--- config.mk ---
export PLATFORM = sky130hd
export DESIGN_NAME = xpt_cfg_ctrl
export DESIGN_NICKNAME = d
export VERILOG_FILES = /design/src/rtl/xpt_cfg_pkg.sv /design/src/rtl/xpt_first_rank.sv /design/src/rtl/xpt_second_rank.sv /design/src/rtl/xpt_out_decode.sv /design/src/rtl/xpt_cfg_ctrl.sv
export SDC_FILE = /design/constraint.sdc
export NUM_CORES = 1
export LEC_CHECK = 0
export BUFFER_PORTS_ARGS = -buffer_cell sky130_fd_sc_hd__clkbuf_2
export CAP_MARGIN = 15
export CELL_PAD_IN_SITES_DETAIL_PLACEMENT = 1
export CELL_PAD_IN_SITES_GLOBAL_PLACEMENT = 1
export CORE_UTILIZATION = 30
export DETAILED_ROUTE_END_ITERATION = 10
export GPL_TIMING_DRIVEN = 0
export PLACE_DENSITY = 0.58
export SYNTH_ARGS = -nofsm -noshare
export SYNTH_HDL_FRONTEND = slang
export SYNTH_SLANG_ARGS = --single-unit
--- constraint.sdc ---
create_clock -name clk_i -period 1.7 [get_ports clk_i]
set_input_delay 0.255 -clock clk_i [delete_from_list [all_inputs] [get_ports clk_i]]
set_output_delay 0.255 -clock clk_i [all_outputs]
set_load 0.05 [all_outputs]
--- src/rtl/xpt_cfg_pkg.sv ---
package xpt_cfg_pkg;
    localparam int unsigned DEF_OUTS = 8;
    localparam int unsigned DEF_INS  = 8;

    typedef enum logic {
        MODE_PAR = 1'b0,
        MODE_SER = 1'b1
    } xpt_mode_e;
endpackage

--- src/rtl/xpt_first_rank.sv ---
module xpt_first_rank #(
    parameter int unsigned NUM_OUT = xpt_cfg_pkg::DEF_OUTS,
    parameter int unsigned NUM_IN  = xpt_cfg_pkg::DEF_INS,
    localparam int unsigned IDX_W  = $clog2(NUM_IN),
    localparam int unsigned FLD_W  = IDX_W + 2,
    localparam int unsigned WORD_W = NUM_OUT * FLD_W,
    localparam int unsigned ADR_W  = $clog2(NUM_OUT)
) (
    input  logic              clk_i,
    input  logic              rst_ni,
    input  logic              ce_i,
    input  logic              ser_mode_i,
    input  logic              pclk_i,
    input  logic              sdin_i,
    input  logic [ADR_W-1:0]  addr_i,
    input  logic [IDX_W:0]    pdata_i,
    output logic [WORD_W-1:0] word_o,
    output logic              sdout_o
);
    import xpt_cfg_pkg::*;

    typedef struct packed {
        logic [WORD_W-1:0] word;
        logic              pclk_prev;
    } state_t;

    state_t st_d, st_q;
    logic   ser_edge, par_wr;

    assign ser_edge = ce_i && (xpt_mode_e'(ser_mode_i) == MODE_SER) && pclk_i && !st_q.pclk_prev;
    assign par_wr   = ce_i && (xpt_mode_e'(ser_mode_i) == MODE_PAR) && pclk_i;

    always_comb begin
        st_d           = st_q;
        st_d.pclk_prev = pclk_i;
        if (ser_edge) begin
            st_d.word = {st_q.word[WORD_W-2:0], sdin_i};
        end else if (par_wr) begin
            for (int k = 0; k < int'(NUM_OUT); k++) begin
                if (addr_i == ADR_W'(k)) begin
                    st_d.word[k*FLD_W +: FLD_W] = {pdata_i, 1'b0};
                end
            end
        end
    end

    always_ff @(posedge clk_i or negedge rst_ni) begin
        if (!rst_ni) st_q <= '0;
        else         st_q <= st_d;
    end

    assign word_o  = st_q.word;
    assign sdout_o = st_q.word[WORD_W-1];

    // no chip enable, no change to the pending rank
    a_r8_ce_gates_pending: assert property (@(posedge clk_i) disable iff (!rst_ni)
        !ce_i |=> $stable(word_o));

    // clock held high in serial mode does not shift again
    a_r4_single_shift: assert property (@(posedge clk_i) disable iff (!rst_ni)
        (ce_i && ser_mode_i && pclk_i && st_q.pclk_prev) |=> $stable(word_o));

    // data-out moves one place along the chain per shift edge
    a_r3_dout_advances: assert property (@(posedge clk_i) disable iff (!rst_ni)
        (ce_i && ser_mode_i && pclk_i && !st_q.pclk_prev) |=> (sdout_o == $past(word_o[WORD_W-2])));

    generate
        for (genvar g = 0; g < int'(NUM_OUT); g++) begin : g_fld_chk
            // other fields untouched, addressed field takes the data
            a_r5_other_fields_kept: assert property (@(posedge clk_i) disable iff (!rst_ni)
                (par_wr && addr_i != ADR_W'(g)) |=> $stable(word_o[g*FLD_W +: FLD_W]));
            a_r5_field_written: assert property (@(posedge clk_i) disable iff (!rst_ni)
                (par_wr && addr_i == ADR_W'(g)) |=> (word_o[g*FLD_W +: FLD_W] == {$past(pdata_i), 1'b0}));
        end
    endgenerate
endmodule

--- src/rtl/xpt_second_rank.sv ---
module xpt_second_rank #(
    parameter int unsigned WORD_W = 40
) (
    input  logic              clk_i,
    input  logic              rst_ni,
    input  logic              ce_i,
    input  logic              upd_i,
    input  logic [WORD_W-1:0] pend_i,
    output logic [WORD_W-1:0] live_o
);
    typedef struct packed {
        logic [WORD_W-1:0] live;
    } state_t;

    state_t st_d, st_q;

    always_comb begin
        st_d = st_q;
        if (ce_i && upd_i) st_d.live = pend_i;
    end

    always_ff @(posedge clk_i or negedge rst_ni) begin
        if (!rst_ni) st_q <= '0;
        else         st_q <= st_d;
    end

    assign live_o = st_q.live;

    // update copies the pending rank one cycle later
    a_r6_update_copies: assert property (@(posedge clk_i) disable iff (!rst_ni)
        (ce_i && upd_i) |=> (live_o == $past(pend_i)));
    // without a qualified update the live rank holds
    a_r6_live_holds: assert property (@(posedge clk_i) disable iff (!rst_ni)
        !(ce_i && upd_i) |=> $stable(live_o));
endmodule

--- src/rtl/xpt_out_decode.sv ---
module xpt_out_decode #(
    parameter int unsigned NUM_IN = xpt_cfg_pkg::DEF_INS,
    localparam int unsigned IDX_W = $clog2(NUM_IN)
) (
    input  logic              clk_i,
    input  logic              rst_ni,
    input  logic              en_i,
    input  logic [IDX_W-1:0]  idx_i,
    output logic [NUM_IN-1:0] sel_o,
    output logic              en_o
);
    always_comb begin
        sel_o = '0;
        if (en_i && (int'(idx_i) < int'(NUM_IN))) sel_o[idx_i] = 1'b1;
    end

    assign en_o = en_i;

    // at most one input per output, none when disabled
    a_r7_sel_onehot: assert property (@(posedge clk_i) disable iff (!rst_ni)
        $onehot0(sel_o));
    a_r7_off_no_sel: assert property (@(posedge clk_i) disable iff (!rst_ni)
        !en_o |-> (sel_o == '0));
    a_r7_on_one_sel: assert property (@(posedge clk_i) disable iff (!rst_ni)
        en_o |-> ($countones(sel_o) == 1));
endmodule

--- src/rtl/xpt_cfg_ctrl.sv ---
module xpt_cfg_ctrl #(
    parameter int unsigned NUM_OUT = xpt_cfg_pkg::DEF_OUTS,
    parameter int unsigned NUM_IN  = xpt_cfg_pkg::DEF_INS,
    localparam int unsigned IDX_W  = $clog2(NUM_IN),
    localparam int unsigned FLD_W  = IDX_W + 2,
    localparam int unsigned WORD_W = NUM_OUT * FLD_W,
    localparam int unsigned ADR_W  = $clog2(NUM_OUT)
) (
    input  logic                      clk_i,
    input  logic                      rst_ni,
    input  logic                      ce_i,
    input  logic                      ser_mode_i,
    input  logic                      prog_clk_i,
    input  logic                      sdin_i,
    output logic                      sdout_o,
    input  logic [ADR_W-1:0]          addr_i,
    input  logic [IDX_W:0]            pdata_i,
    input  logic                      upd_i,
    output logic [NUM_OUT*NUM_IN-1:0] sel_o,
    output logic [NUM_OUT-1:0]        en_o
);
    logic [WORD_W-1:0]  pend_w;
    logic [WORD_W-1:0]  live_w;
    logic [NUM_OUT-1:0] unused_rsv;

    xpt_first_rank #(.NUM_OUT(NUM_OUT), .NUM_IN(NUM_IN)) first_i (
        .clk_i      (clk_i),
        .rst_ni     (rst_ni),
        .ce_i       (ce_i),
        .ser_mode_i (ser_mode_i),
        .pclk_i     (prog_clk_i),
        .sdin_i     (sdin_i),
        .addr_i     (addr_i),
        .pdata_i    (pdata_i),
        .word_o     (pend_w),
        .sdout_o    (sdout_o)
    );

    xpt_second_rank #(.WORD_W(WORD_W)) second_i (
        .clk_i  (clk_i),
        .rst_ni (rst_ni),
        .ce_i   (ce_i),
        .upd_i  (upd_i),
        .pend_i (pend_w),
        .live_o (live_w)
    );

    generate
        for (genvar k = 0; k < int'(NUM_OUT); k++) begin : g_out
            assign unused_rsv[k] = live_w[k*FLD_W];
            xpt_out_decode #(.NUM_IN(NUM_IN)) dec_i (
                .clk_i  (clk_i),
                .rst_ni (rst_ni),
                .en_i   (live_w[k*FLD_W + FLD_W - 1]),
                .idx_i  (live_w[k*FLD_W + 1 +: IDX_W]),
                .sel_o  (sel_o[k*NUM_IN +: NUM_IN]),
                .en_o   (en_o[k])
            );
        end
    endgenerate

    // outputs come out of reset disabled
    a_r1_reset_off: assert property (@(posedge clk_i)
        !rst_ni |=> (en_o == '0 || rst_ni));
endmodule

[Word level (Yosys, flattened, before mapping)]
Index checks and enable logic that the tools add are counted.
Widths: inputs -> output; s select.
Operators by class
  mux-type cells: 34
  order comparisons: 16
  reduce and logical (&&, ||, !) cells: 33
  bitwise gates (word level): 1
  eq/ne operators: 7
Operators with widths (count)
  $mux 40: 2
  $mux 8: 8
  $mux 5: 8
  $lt 3x4->1 const B: 8
  $demux 1 s3: 8
  $ge 3x1->1 const B: 8
  $reduce_bool 2->1: 9
  $reduce_and 2->1: 8
  $logic_and 1x1->1: 14
  $eq 3x3->1 const B: 4
  $mux 1: 8
  $eq 3x2->1 const B: 2
  $eq 3x1->1 const B: 1
  $logic_not 3->1: 1
  $logic_not 1->1: 1
  $not 1->1: 1
Storage, ports and cells
  logic and storage cells: 101
  output and inout bits: 73
  bits of input ports: 14
  register bits: 81

[Depth between registers and ports, before layout]
Gate-level depths: netlist of the first run.
  depth after elaboration: 5
  mapped depth: 6
  mapped depth without buffers: 3

[Cells and area by module]
From an unflattened synthesis of the first run, not the netlist that was laid out.
Unflattened totals
  cells, all modules: 351
  area, all modules: 4913.5 µm²
Modules (own cells, without submodules)
  xpt_first_rank: area an instance 2439.8 µm², times used 1, sequential area each 1026.0 µm², cells each 194
  xpt_second_rank: area an instance 1652.8 µm², times used 1, sequential area each 1001.0 µm², cells each 85
  xpt_out_decode: area an instance 102.6 µm², times used 8, sequential area each 0.0 µm², cells each 9

[Worst setup path before layout of the first run]
Ideal clock, no wire load.
  path kind: flip-flop to output port
  start: reg second_i.st_q, in the netlist second_i.live_o[1]
  end: out sel_o[0]
  stages on the path, launching flop included: 3
  slack: -152 ps
  buffers on the path: 0
  arrival: 1597 ps
  required time: 1445 ps
  path through: dfrtp_1 nand2b_1 nor3_1
On the way
  word-level cells in the longest chain between the ends: 5
  elaborated cells between the ends (all ways): 6
  those cells by class: 2 x order compare; 3 x mux; 1 x reduce/logical
RTL lines
  start, declared: line xpt_second_rank.sv:15  | state_t st_d, st_q;
  start signal, assigned: line xpt_second_rank.sv:24  | else st_q <= st_d;
  $lt 3x4->1 (not written as such) / $ge 3x1->1 (equally long branches): line xpt_out_decode.sv:14  | if (en_i && (int'(idx_i) < int'(NUM_IN))) sel_o[idx_i] = 1'b1;
  $logic_and 1x1->1 (not written as such): line xpt_out_decode.sv:14
  $mux 1 (not written as such): line xpt_out_decode.sv:14
  $demux 1 s3 *
  $mux 8 *: line xpt_out_decode.sv:14
  end, declared: line xpt_cfg_ctrl.sv:19  | output logic [NUM_OUT*NUM_IN-1:0] sel_o,
Mark *: on every way between the ends. The rest lies on a longest branch, timed or not.

[Final worst setup path of the first run]
  start: reg second_i.st_q, in the netlist second_i.live_o[1]
  end: out sel_o[2]
Same word-level chain as after synthesis.

==> results.cfg, run 1 <==
[power_and_ir_drop]
vdd_ir_drop_max_mv = 0.5274
power_density_nw_per_um2 = 1464
p_leak_uw = 0.002329

[place]
place_ws_ns = -0.08535
place_congestion = 0.6825
port_buffers = 84
dp_hpwl_um = 6498

[grt]
grt_pass1_wl_um = 14500
met2_usage_pct = 24.02
antenna_found_initial = 0
grt_max_degree = 57
grt_util_met3_pct = 3.347
gr-total-overflow = 0
grt_use_met1_pct = 17.46
grt-busiest-layer = met2
grt_pass1_vias = 2829
globalRouteTotalUtil_pct = 14.07

[final_layout]
nFillCells = 1403
drive_above_1_share_pct = 52.75
mostFrequentLayoutCells = clkbuf_2 (77), dfrtp_1 (73), mux2_2 (60), nor2_1 (48), mux2_4 (36)
syn2layout_area_growth_pct = 26.93
antenna_cells = 0
layout_commonest_cell = clkbuf_2
layout.nets = 445

[clock_network]
cts-root-buf = clkbuf_16
path_clk_slew_ns = 0.06
cts.path.max_buffers = 2
cts_tree = built
numCtsBuffers = 9
clock-sinks = 73
insertion_delay_ns = 0.33
htreeDepth = 3
cts_setup_buffers = 0

[timing]
max_slew_margin_pct = 65.29
hold_viol = 0
report.final.setup_viol = 0
timing.fmax_mhz = 616.2
finalCritPeriodShare_pct = 95.46
fin_worst_skew_ns = 0.004567
period_needed_ns = 1.623
fin_tns_setup_ns = 0
layout_setup_ws_ns = 0.07724
tightest_slew_ns = 0.5201
grt_setup_unrepaired = false
maxSlewViolCount = 0

[job]
drv_cap = 0

[worst_setup_path]
cpLargestDelayFamily = flip-flops
crit_slowest_cell = dfrtp_1
worst_setup_path_end_kind = primary output
slowest_delay_ns = 0.38
worstPathMaxFanout = 4
crit_required_ns = 1.44
start_kind = flip-flop
r2r_cells = 5
cp_data_arrival_time_ns = 1.37
path_cells = nand2b_1 -> nor2_1 -> clkbuf_2
critical_path_class = flip-flop to primary output
crit_buf_inv = 1
cp.depth = 3

[drt]
vias = 2796
viasPerCell = 4.599
firstDrtPassIters = 4
drc = 0
postRouteAntennaNets = 0
totalWireLength_um = 9012
dr.first_iter.drc_count = 45
routedWlPerCell_um = 14.82

[logic_synthesis]
avgSynthCellArea_um2 = 11.86
synth_top_area_cell = dfrtp_1
synth_top_area_share_pct = 46.10
yosys_warnings = 0
netlist_instances = 334
yosysSeqAreaShare_pct = 46.10
synthTopCellsByArea = dfrtp_1 (46%), mux2_2 (17%), mux2_4 (14%)
ys_async_sr_fraction_pct = 100.0
syn-cell-area_um2 = 3963
ys_types = 21
synth_edf_count = 0
synth_nets = 348
yosys_most_used_dff = dfrtp_1
synth_seq_cells = 73

[floorplanning]
initial_core_util_pct = 31.02
coreArea_um2 = 12770
die_area_um2 = 13670
die_w_um = 116.9
die_h_um = 116.9
num_io_pins = 87
rows = 41

[hold_path]
worstHoldPathType = input port to flip-flop
hold_path_depth = 1

[run_status]
status = finished clean
==> worst reg2reg max path: stages, from the launching register on <==
cell	delay, ns
dfrtp_1	0.37
and4b_1	0.25
buf_6	0.14
buf_12	0.15
mux2_4	0.31
mux2_2	0.26
==> final cells by class <==
cell class	count	area, um^2	share of cell area, %
flip-flops and latches	73	1827	36.32
inverters	7	26.28	0.5224
clock inverters	2	35.03	0.6965
repair buffers	86	462.9	9.204
multi-input cells	234	2001	39.78
clock buffers	14	274.0	5.448
plain buffers	20	188.9	3.756
well taps	172	215.2	4.279
==> synth_stat cells (3+ instances only) <==
library cell   n
dfrtp_1       73
mux2_2        60
nor2_1        48
mux2_4        36
nand2_1       25
nand2b_1      24
nor3_1        17
buf_4          8
inv_1          7
o21ai_0        7
o2111a_1       6
buf_2          4
buf_6          4
and3b_1        3
buf_12         3
nor3b_1        3
==> per-layer routing <==
metal	vias to the layer above	share of wire, %
li1	1341	-
met1	1388	45
met2	57	50
met3	10	3.7
met4	0	1.4
met5	-	0
==> path summary, 6_finish.rpt <==
check	endpoint	startpoint	slack, ns
worst max-delay path	sel_o[2]	second_i.live_o[1]	0.08
worst max register to register	first_i.word_o[7]	first_i.st_q[0]	0.10
min in group asynchronous	second_i.live_o[39]	rst_ni	0.37
max in group asynchronous	first_i.word_o[7]	rst_ni	0.75
worst min-delay path	first_i.st_q[0]	prog_clk_i	0.07
worst min register to register	first_i.word_o[0]	first_i.word_o[0]	0.51
==> registers in the layout, summed over array words and instances, names as in the netlist <==
name and flops:
second_i.live_o 32, first_i.st_q 1, first_i.word_o 40
==> through the flow <==
stage	area [um^2]	power [uW]	utilization [%]	hold slack (ns)	std cells
3_5_place_dp	4708	5485	36.86	0.1841	591
3_3_place_gp	4678	5397	36.62	0.4062	590
4_1_cts	5027	7468	39.36	0.06777	608
5_1_grt	5030	7797	39.38	0.06216	608
2_1_floorplan	4043	4827	-	-0.04059	334
6_report	5030	7365	39.38	0.07036	608
==> power by group <==
part	internal, uW	switching [uW]
clock network	1250	691
logic	947	1750
registers	2220	501
==> cell families (layout without fill, tap and decap cells) <==
| group | Yosys count | after routing | share of synthesized area [%] |
|---|---|---|---|
| simple gates | 122 | 122 | 14.59 |
| buf+inv | 27 | 129 | 5.431 |
| compound gates | 16 | 16 | 3.189 |
| mux | 96 | 96 | 30.69 |
| flops | 73 | 73 | 46.10 |
==> repair_timing <==
item / CTS / global route
gates resized for setup: 0 / 7
hold buffers: 1 / 0
endpoints found under the hold margin: 17 / 0
endpoints found under the setup margin: 0 / 6
Note: power is estimated with default switching activity, not from simulation.
==> run 2: changes to the inputs <==
Clock period 1.7 ns to 1.5 ns, I/O delays scaled along.
==> run 2 against run 1 <==
  * The run now ends with negative setup slack left
  * Combinational power up 67%
  * Non-clock buffer count up 15
  * Via count up 4.7%
  * Die area unchanged
  * Clock skew down 0.00093 ns
  * Global-route usage up 1.0 points
  * Design area up 22%
  * Sequential share of layout area down 6.0 points
  * Highest routed layer unchanged
  * First-iteration DRC count up 58%
  * Worst setup slack worse by 0.19 ns
  * Clock power down 6%
==> results.cfg, run 2 (synthesis gave the netlist of run 1 again) <==
[run_status]
status = complete, but fails checks
violations = negative setup slack

[place]
dp_hpwl_um = 6531
post_dp_cell_area_um2 = 4735
place_congestion = 0.6805
port_buffers = 84

[drt]
postRouteAntennaNets = 0
drc = 0
vias = 2928
firstDrtPassIters = 4
routedWlPerCell_um = 16.77
dr.first_iter.drc_count = 71
viasPerCell = 4.715
totalWireLength_um = 10420

[timing]
fin_worst_skew_ns = 0.003641
finalCritPeriodShare_pct = 107.8
period_needed_ns = 1.617
grt_setup_unrepaired = true
maxSlewViolCount = 0
timing.fmax_mhz = 618.6
layout_setup_ws_ns = -0.1167
hold_viol = 0
max_slew_margin_pct = 56.88
report.final.setup_viol = 34
fin_hold_ws_ns = 0.04551
tightest_slew_ns = 0.6462

[grt]
grt_pass1_wl_um = 15460
antenna_found_initial = 0
grt_max_degree = 39
grt_pass1_vias = 2951
globalRouteTotalUtil_pct = 15.12
gr-total-overflow = 0

[worst_setup_path]
worst_setup_path_end_kind = flip-flop
r2r-end = first_i.word_o[4]
crit_required_ns = 1.71
rrSetupSlack_ns = -0.12
worstPathMaxFanout = 10
r2r_cells = 5
critical_path_class = flip-flop to flip-flop
start_kind = flip-flop
cp_data_arrival_time_ns = 1.82
rr_startpoint = first_i.st_q[0]

[final_layout]
syn2layout_area_growth_pct = 54.28
fin_area_um2 = 6113
layout_commonest_cell = mux2_4
nFillCells = 1303
fin_util_pct = 47.86
antenna_cells = 0
largest_reg_flops = 40
layout.nets = 460
drive_above_1_share_pct = 74.16
mostFrequentLayoutCells = mux2_4 (60), dfrtp_1 (52), mux2_2 (36), buf_4 (31), nand2b_4 (24)

[power_and_ir_drop]
p_leak_uw = 0.002701
power_density_nw_per_um2 = 1580
vdd_ir_drop_max_mv = 0.7070

[floorplanning]
die_area_um2 = 13670
num_io_pins = 87
rows = 41
die_h_um = 116.9
die_w_um = 116.9
initial_core_util_pct = 31.02
coreArea_um2 = 12770

[hold_path]
hold_path_depth = 1
min_from = prog_clk_i
hold_end = first_i.st_q[0]
worstHoldPathType = input port to flip-flop

[clock_network]
insertion_delay_ns = 0.33
cts.path.max_buffers = 2
clock-sinks = 73
numCtsBuffers = 9
path_clk_slew_ns = 0.05
cts-root-buf = clkbuf_16
cts_tree = built
htreeDepth = 3

[job]
drv_cap = 0
run 2: repair_timing:
action | in CTS | in global routing
gates cloned | 0 | 0
setup buffers | 8 | 8
hold buffers | 1 | 0
pin swaps | 7 | 12
resized for setup | 145 | 156
endpoints found under the setup margin | 90 | 93
hold endpoints to repair | 35 | 0
run 2: through the flow:
| stage | instances | TNS [ns] | setup WS [ns] | total power [uW] |
|---|---|---|---|---|
| global route | 621 | -6.487 | -0.1900 | 10160 |
| floorplan | 334 | -0.9688 | -0.03181 | 5508 |
| CTS | 614 | -3.298 | -0.1271 | 8907 |
| detailed placement | 591 | -7.605 | -0.2721 | 6250 |
| global placement | 590 | -41.29 | -0.4715 | 6160 |
| finish | 621 | -3.039 | -0.1167 | 9659 |
run 2: layer usage:
layer,GRT usage [%],part of all wire [%],up-vias
met5,0,0,-
met1,19.04,43,1484
li1,-,-,1383
met2,25.56,53,51
met3,2.832,2.7,10
met4,6.245,1.3,0
run 2: worst max path at each step:
| stage | start | to | slack, ns | cells after the start |
|---|---|---|---|---|
| final | first_i.st_q[0] | first_i.word_o[4] | -0.12 | 5 |
| after global routing | first_i.st_q[0] | first_i.word_o[4] | -0.19 | 5 |
| after CTS | first_i.st_q[0] | first_i.word_o[4] | -0.13 | 5 |
| after detailed placement | prog_clk_i | first_i.word_o[3] | -0.27 | 7 |
| after global placement | rst_ni | second_i.live_o[22] | -0.47 | 1 |
| after floorplan | first_i.st_q[0] | first_i.word_o[37] | -0.03 | 5 |
run 2: critical path: stages (launching register included):
cell     delay, ns
dfrtp_1       0.37
and4b_1       0.25
buf_6         0.14
buf_12        0.16
mux2_4        0.30
mux2_4        0.27
run 2: layout make-up:
type | count | area (um^2) | share of cell area (%)
Tap cell | 172 | 215.2 | 3.520
Buffer | 19 | 193.9 | 3.172
Inverter | 7 | 26.28 | 0.4298
Clock inverter | 1 | 5.005 | 0.08187
Timing Repair Buffer | 102 | 1076 | 17.60
Clock buffer | 13 | 240.2 | 3.930
Sequential cell | 73 | 1853 | 30.31
Multi-Input combinational cell | 234 | 2504 | 40.95
run 2: report_power, final:
| part | total [uW] | internal [uW] | switching (uW) |
|---|---|---|---|
| Clock | 1840 | 1100 | 745 |
| Combinational | 4520 | 2070 | 2450 |
| Sequential | 3300 | 2550 | 742 |
==> run 3: changes to the inputs <==
Settings changed: BUFFER_PORTS_ARGS -buffer_cell sky130_fd_sc_hd__clkbuf_2 to unset, CORE_ASPECT_RATIO set to 0.6, DONT_BUFFER_PORTS set to 1, PLACE_DENSITY 0.58 to 0.51, TNS_END_PERCENT set to 30.
==> run 3 against run 2 <==
  * Global-route usage is 0.70 points higher
  * Die area is 0.11% higher
  * Clock power is 25% higher
  * Clock-buffer cell count is 2 higher
  * Sequential share of layout area is 2.8 points higher
  * Sequential cell count stayed put
  * The run ends with negative hold slack, negative setup slack left
  * Critical endpoint is now first_i.word_o[2]
  * Register-to-register slack worse by 0.04 ns
  * Total power is 2.1% higher
  * Worst hold slack worse by 0.46 ns
  * Fmax is 2.6% lower
  * Critical path type unchanged
  * Sequential power is 5% higher
==> results.cfg, run 3 (synthesis gave the netlist of run 1 again) <==
[run_status]
status = complete, but fails checks
violations = negative hold slack, negative setup slack

[timing]
fin_hold_ws_ns = -0.4122
max_slew_margin_pct = 57.60
fin_worst_skew_ns = 0.006056
period_needed_ns = 1.660
maxSlewViolCount = 0
layout_setup_ws_ns = -0.1599
hold_viol = 73
report.final.setup_viol = 80
finalCritPeriodShare_pct = 110.7
grt_setup_unrepaired = true
timing.fmax_mhz = 602.4
tightest_slew_ns = 0.6353

[worst_setup_path]
r2r_cells = 5
crit_required_ns = 1.71
slowest_delay_ns = 0.37
cp_data_arrival_time_ns = 1.87
crit_buf_inv = 2
r2r-end = first_i.word_o[2]
crit_slowest_cell = dfrtp_1
worstPathMaxFanout = 10
critical_path_class = flip-flop to flip-flop
worst_setup_path_end_kind = flip-flop
cpLargestDelayFamily = multiplexers
path_cells = and4b_1 -> buf_6 -> buf_8 -> mux2_4 -> mux2_2
rrSetupSlack_ns = -0.16
start_kind = flip-flop
rr_startpoint = first_i.st_q[0]

[grt]
gr-total-overflow = 0
antenna_found_initial = 0
grt_pass1_wl_um = 16550
grt_max_degree = 74
globalRouteTotalUtil_pct = 15.83
grt_pass1_vias = 2932

[final_layout]
drive_above_1_share_pct = 74.39
fin_area_um2 = 5614
layout_commonest_cell = mux2_4
largest_reg_flops = 40
multi_input_comb_area_um2 = 2775
syn2layout_area_growth_pct = 41.68
seqCellArea_um2 = 1858
nFillCells = 1303
mostFrequentLayoutCells = mux2_4 (59), nor2_4 (48), dfrtp_1 (48), mux2_2 (37), dfrtp_2 (25)
antenna_cells = 0
layout.nets = 380
fin_cells = 541

[clock_network]
numCtsBuffers = 9
path_clk_slew_ns = 0.06
cts_tree = built
htreeDepth = 3
clock-sinks = 73
cts.hold.buffers_added = 1
insertion_delay_ns = 0.33
cts-root-buf = clkbuf_16
cts.path.max_buffers = 2

[power_and_ir_drop]
switchingPower_uw = 4121
p_comb_share_pct = 41.7
p_seq_share_pct = 35.0
power_density_nw_per_um2 = 1756
p_int_uw = 5739
clkPwrFrac_pct = 23.3
p_leak_uw = 0.002306
vdd_ir_drop_max_mv = 0.8548
sw_frac_of_total_pct = 41.79

[floorplanning]
initial_core_util_pct = 30.83
die_area_um2 = 13690
num_io_pins = 87
die_h_um = 91.03
die_w_um = 150.4
coreArea_um2 = 12850
rows = 32

[hold_path]
worstHoldPathType = input port to async pin

[drt]
totalWireLength_um = 10070
dr.first_iter.drc_count = 84
vias = 2663
drc = 0
routedWlPerCell_um = 18.60
firstDrtPassIters = 4
viasPerCell = 4.922
postRouteAntennaNets = 0

[job]
drv_cap = 0

[place]
place_congestion = 0.6234
port_buffers = 0
dp_hpwl_um = 6455
place_inst = 506
post_dp_cell_area_um2 = 4260
==> run 3: cell count changes in the layout (fill, tap and decap cells not counted), moves of 8 or more <==
cell / previous run / this run
buf_8: 23 / 1
nor3_2: 10 / 2
clkbuf_2: 19 / 0
nor2_4: 15 / 48
buf_4: 31 / 16
nor3_4: 6 / 14
clkbuf_8: 15 / 5
nor2_1: 10 / 0
nor2_2: 23 / 0
==> run 3: through the flow <==
stage / total power (uW) / worst slack [ns] / TNS (ns) / utilization (%) / hold slack, ns
after global routing: 10320 / -0.2117 / -11.06 / 43.68 / -0.4274
after detailed placement: 5844 / -0.1847 / -5.669 / 33.15 / -0.06850
after global placement: 5757 / -0.3442 / -4.831 / 33.03 / -0.06851
final: 9860 / -0.1599 / -7.026 / 43.68 / -0.4122
after floorplan: 5460 / -0.2388 / -1.463 / - / -0.07059
after CTS: 9696 / -0.1621 / -7.608 / 42.70 / -0.4241
==> run 3: power groups by stage <==
| stage | logic (uW) | clock network (uW) | registers, uW |
|---|---|---|---|
| 3_5_place_dp | 2680 | 0 | 3160 |
| 3_3_place_gp | 2620 | 0 | 3130 |
| 6_report | 4110 | 2300 | 3450 |
| 2_1_floorplan | 2490 | 0 | 2970 |
| 5_1_grt | 4330 | 2440 | 3560 |
| 4_1_cts | 3940 | 2360 | 3400 |
==> run 3: what timing repair did <==
action,4_1_cts,5_1_grt
resized for setup,219,20
cloned,0,0
pin swaps,37,31
setup buffers,12,7
endpoints found under the setup margin,94,98
endpoints found under the hold margin,74,73
==> run 3: how the worst max path moves through the flow <==
| stage | start | endpoint | slack, ns | cells after the start |
|---|---|---|---|---|
| 4_1_cts | second_i.live_o[24] | sel_o[33] | -0.16 | 2 |
| 5_1_grt | first_i.st_q[0] | first_i.word_o[31] | -0.21 | 5 |
| 6_report | first_i.st_q[0] | first_i.word_o[2] | -0.16 | 5 |
| 3_5_place_dp | prog_clk_i | first_i.word_o[2] | -0.18 | 6 |
| 2_1_floorplan | second_i.live_o[18] | sel_o[25] | -0.24 | 1 |
| 3_3_place_gp | second_i.live_o[19] | sel_o[25] | -0.34 | 2 |
==> run 3: per-layer routing <==
| layer | vias up | track usage (%) | wire length (um) |
|---|---|---|---|
| li1 | 1221 | - | - |
| met1 | 1369 | 21.69 | 4741 |
| met2 | 63 | 24.73 | 4805 |
| met3 | 10 | 4.724 | 456 |
| met4 | 0 | 2.778 | 62 |
| met5 | - | 0 | 0 |
==> run 3: final cells by class <==
| cell class | instances | share of cell area [%] |
|---|---|---|
| Tap cell | 170 | 3.789 |
| Multi-Input combinational cell | 234 | 49.43 |
| Inverter | 7 | 0.4680 |
| Clock inverter | 1 | 0.5349 |
| Clock buffer | 15 | 5.304 |
| Sequential cell | 73 | 33.10 |
| Buffer | 19 | 3.365 |
| Timing Repair Buffer | 22 | 4.012 |
==> run 3: worst register-to-register path: stages, from the launching register on <==
cell and delay [ns]:
dfrtp_1 0.37, and4b_1 0.28, buf_6 0.15, buf_8 0.16, mux2_4 0.31, mux2_2 0.26
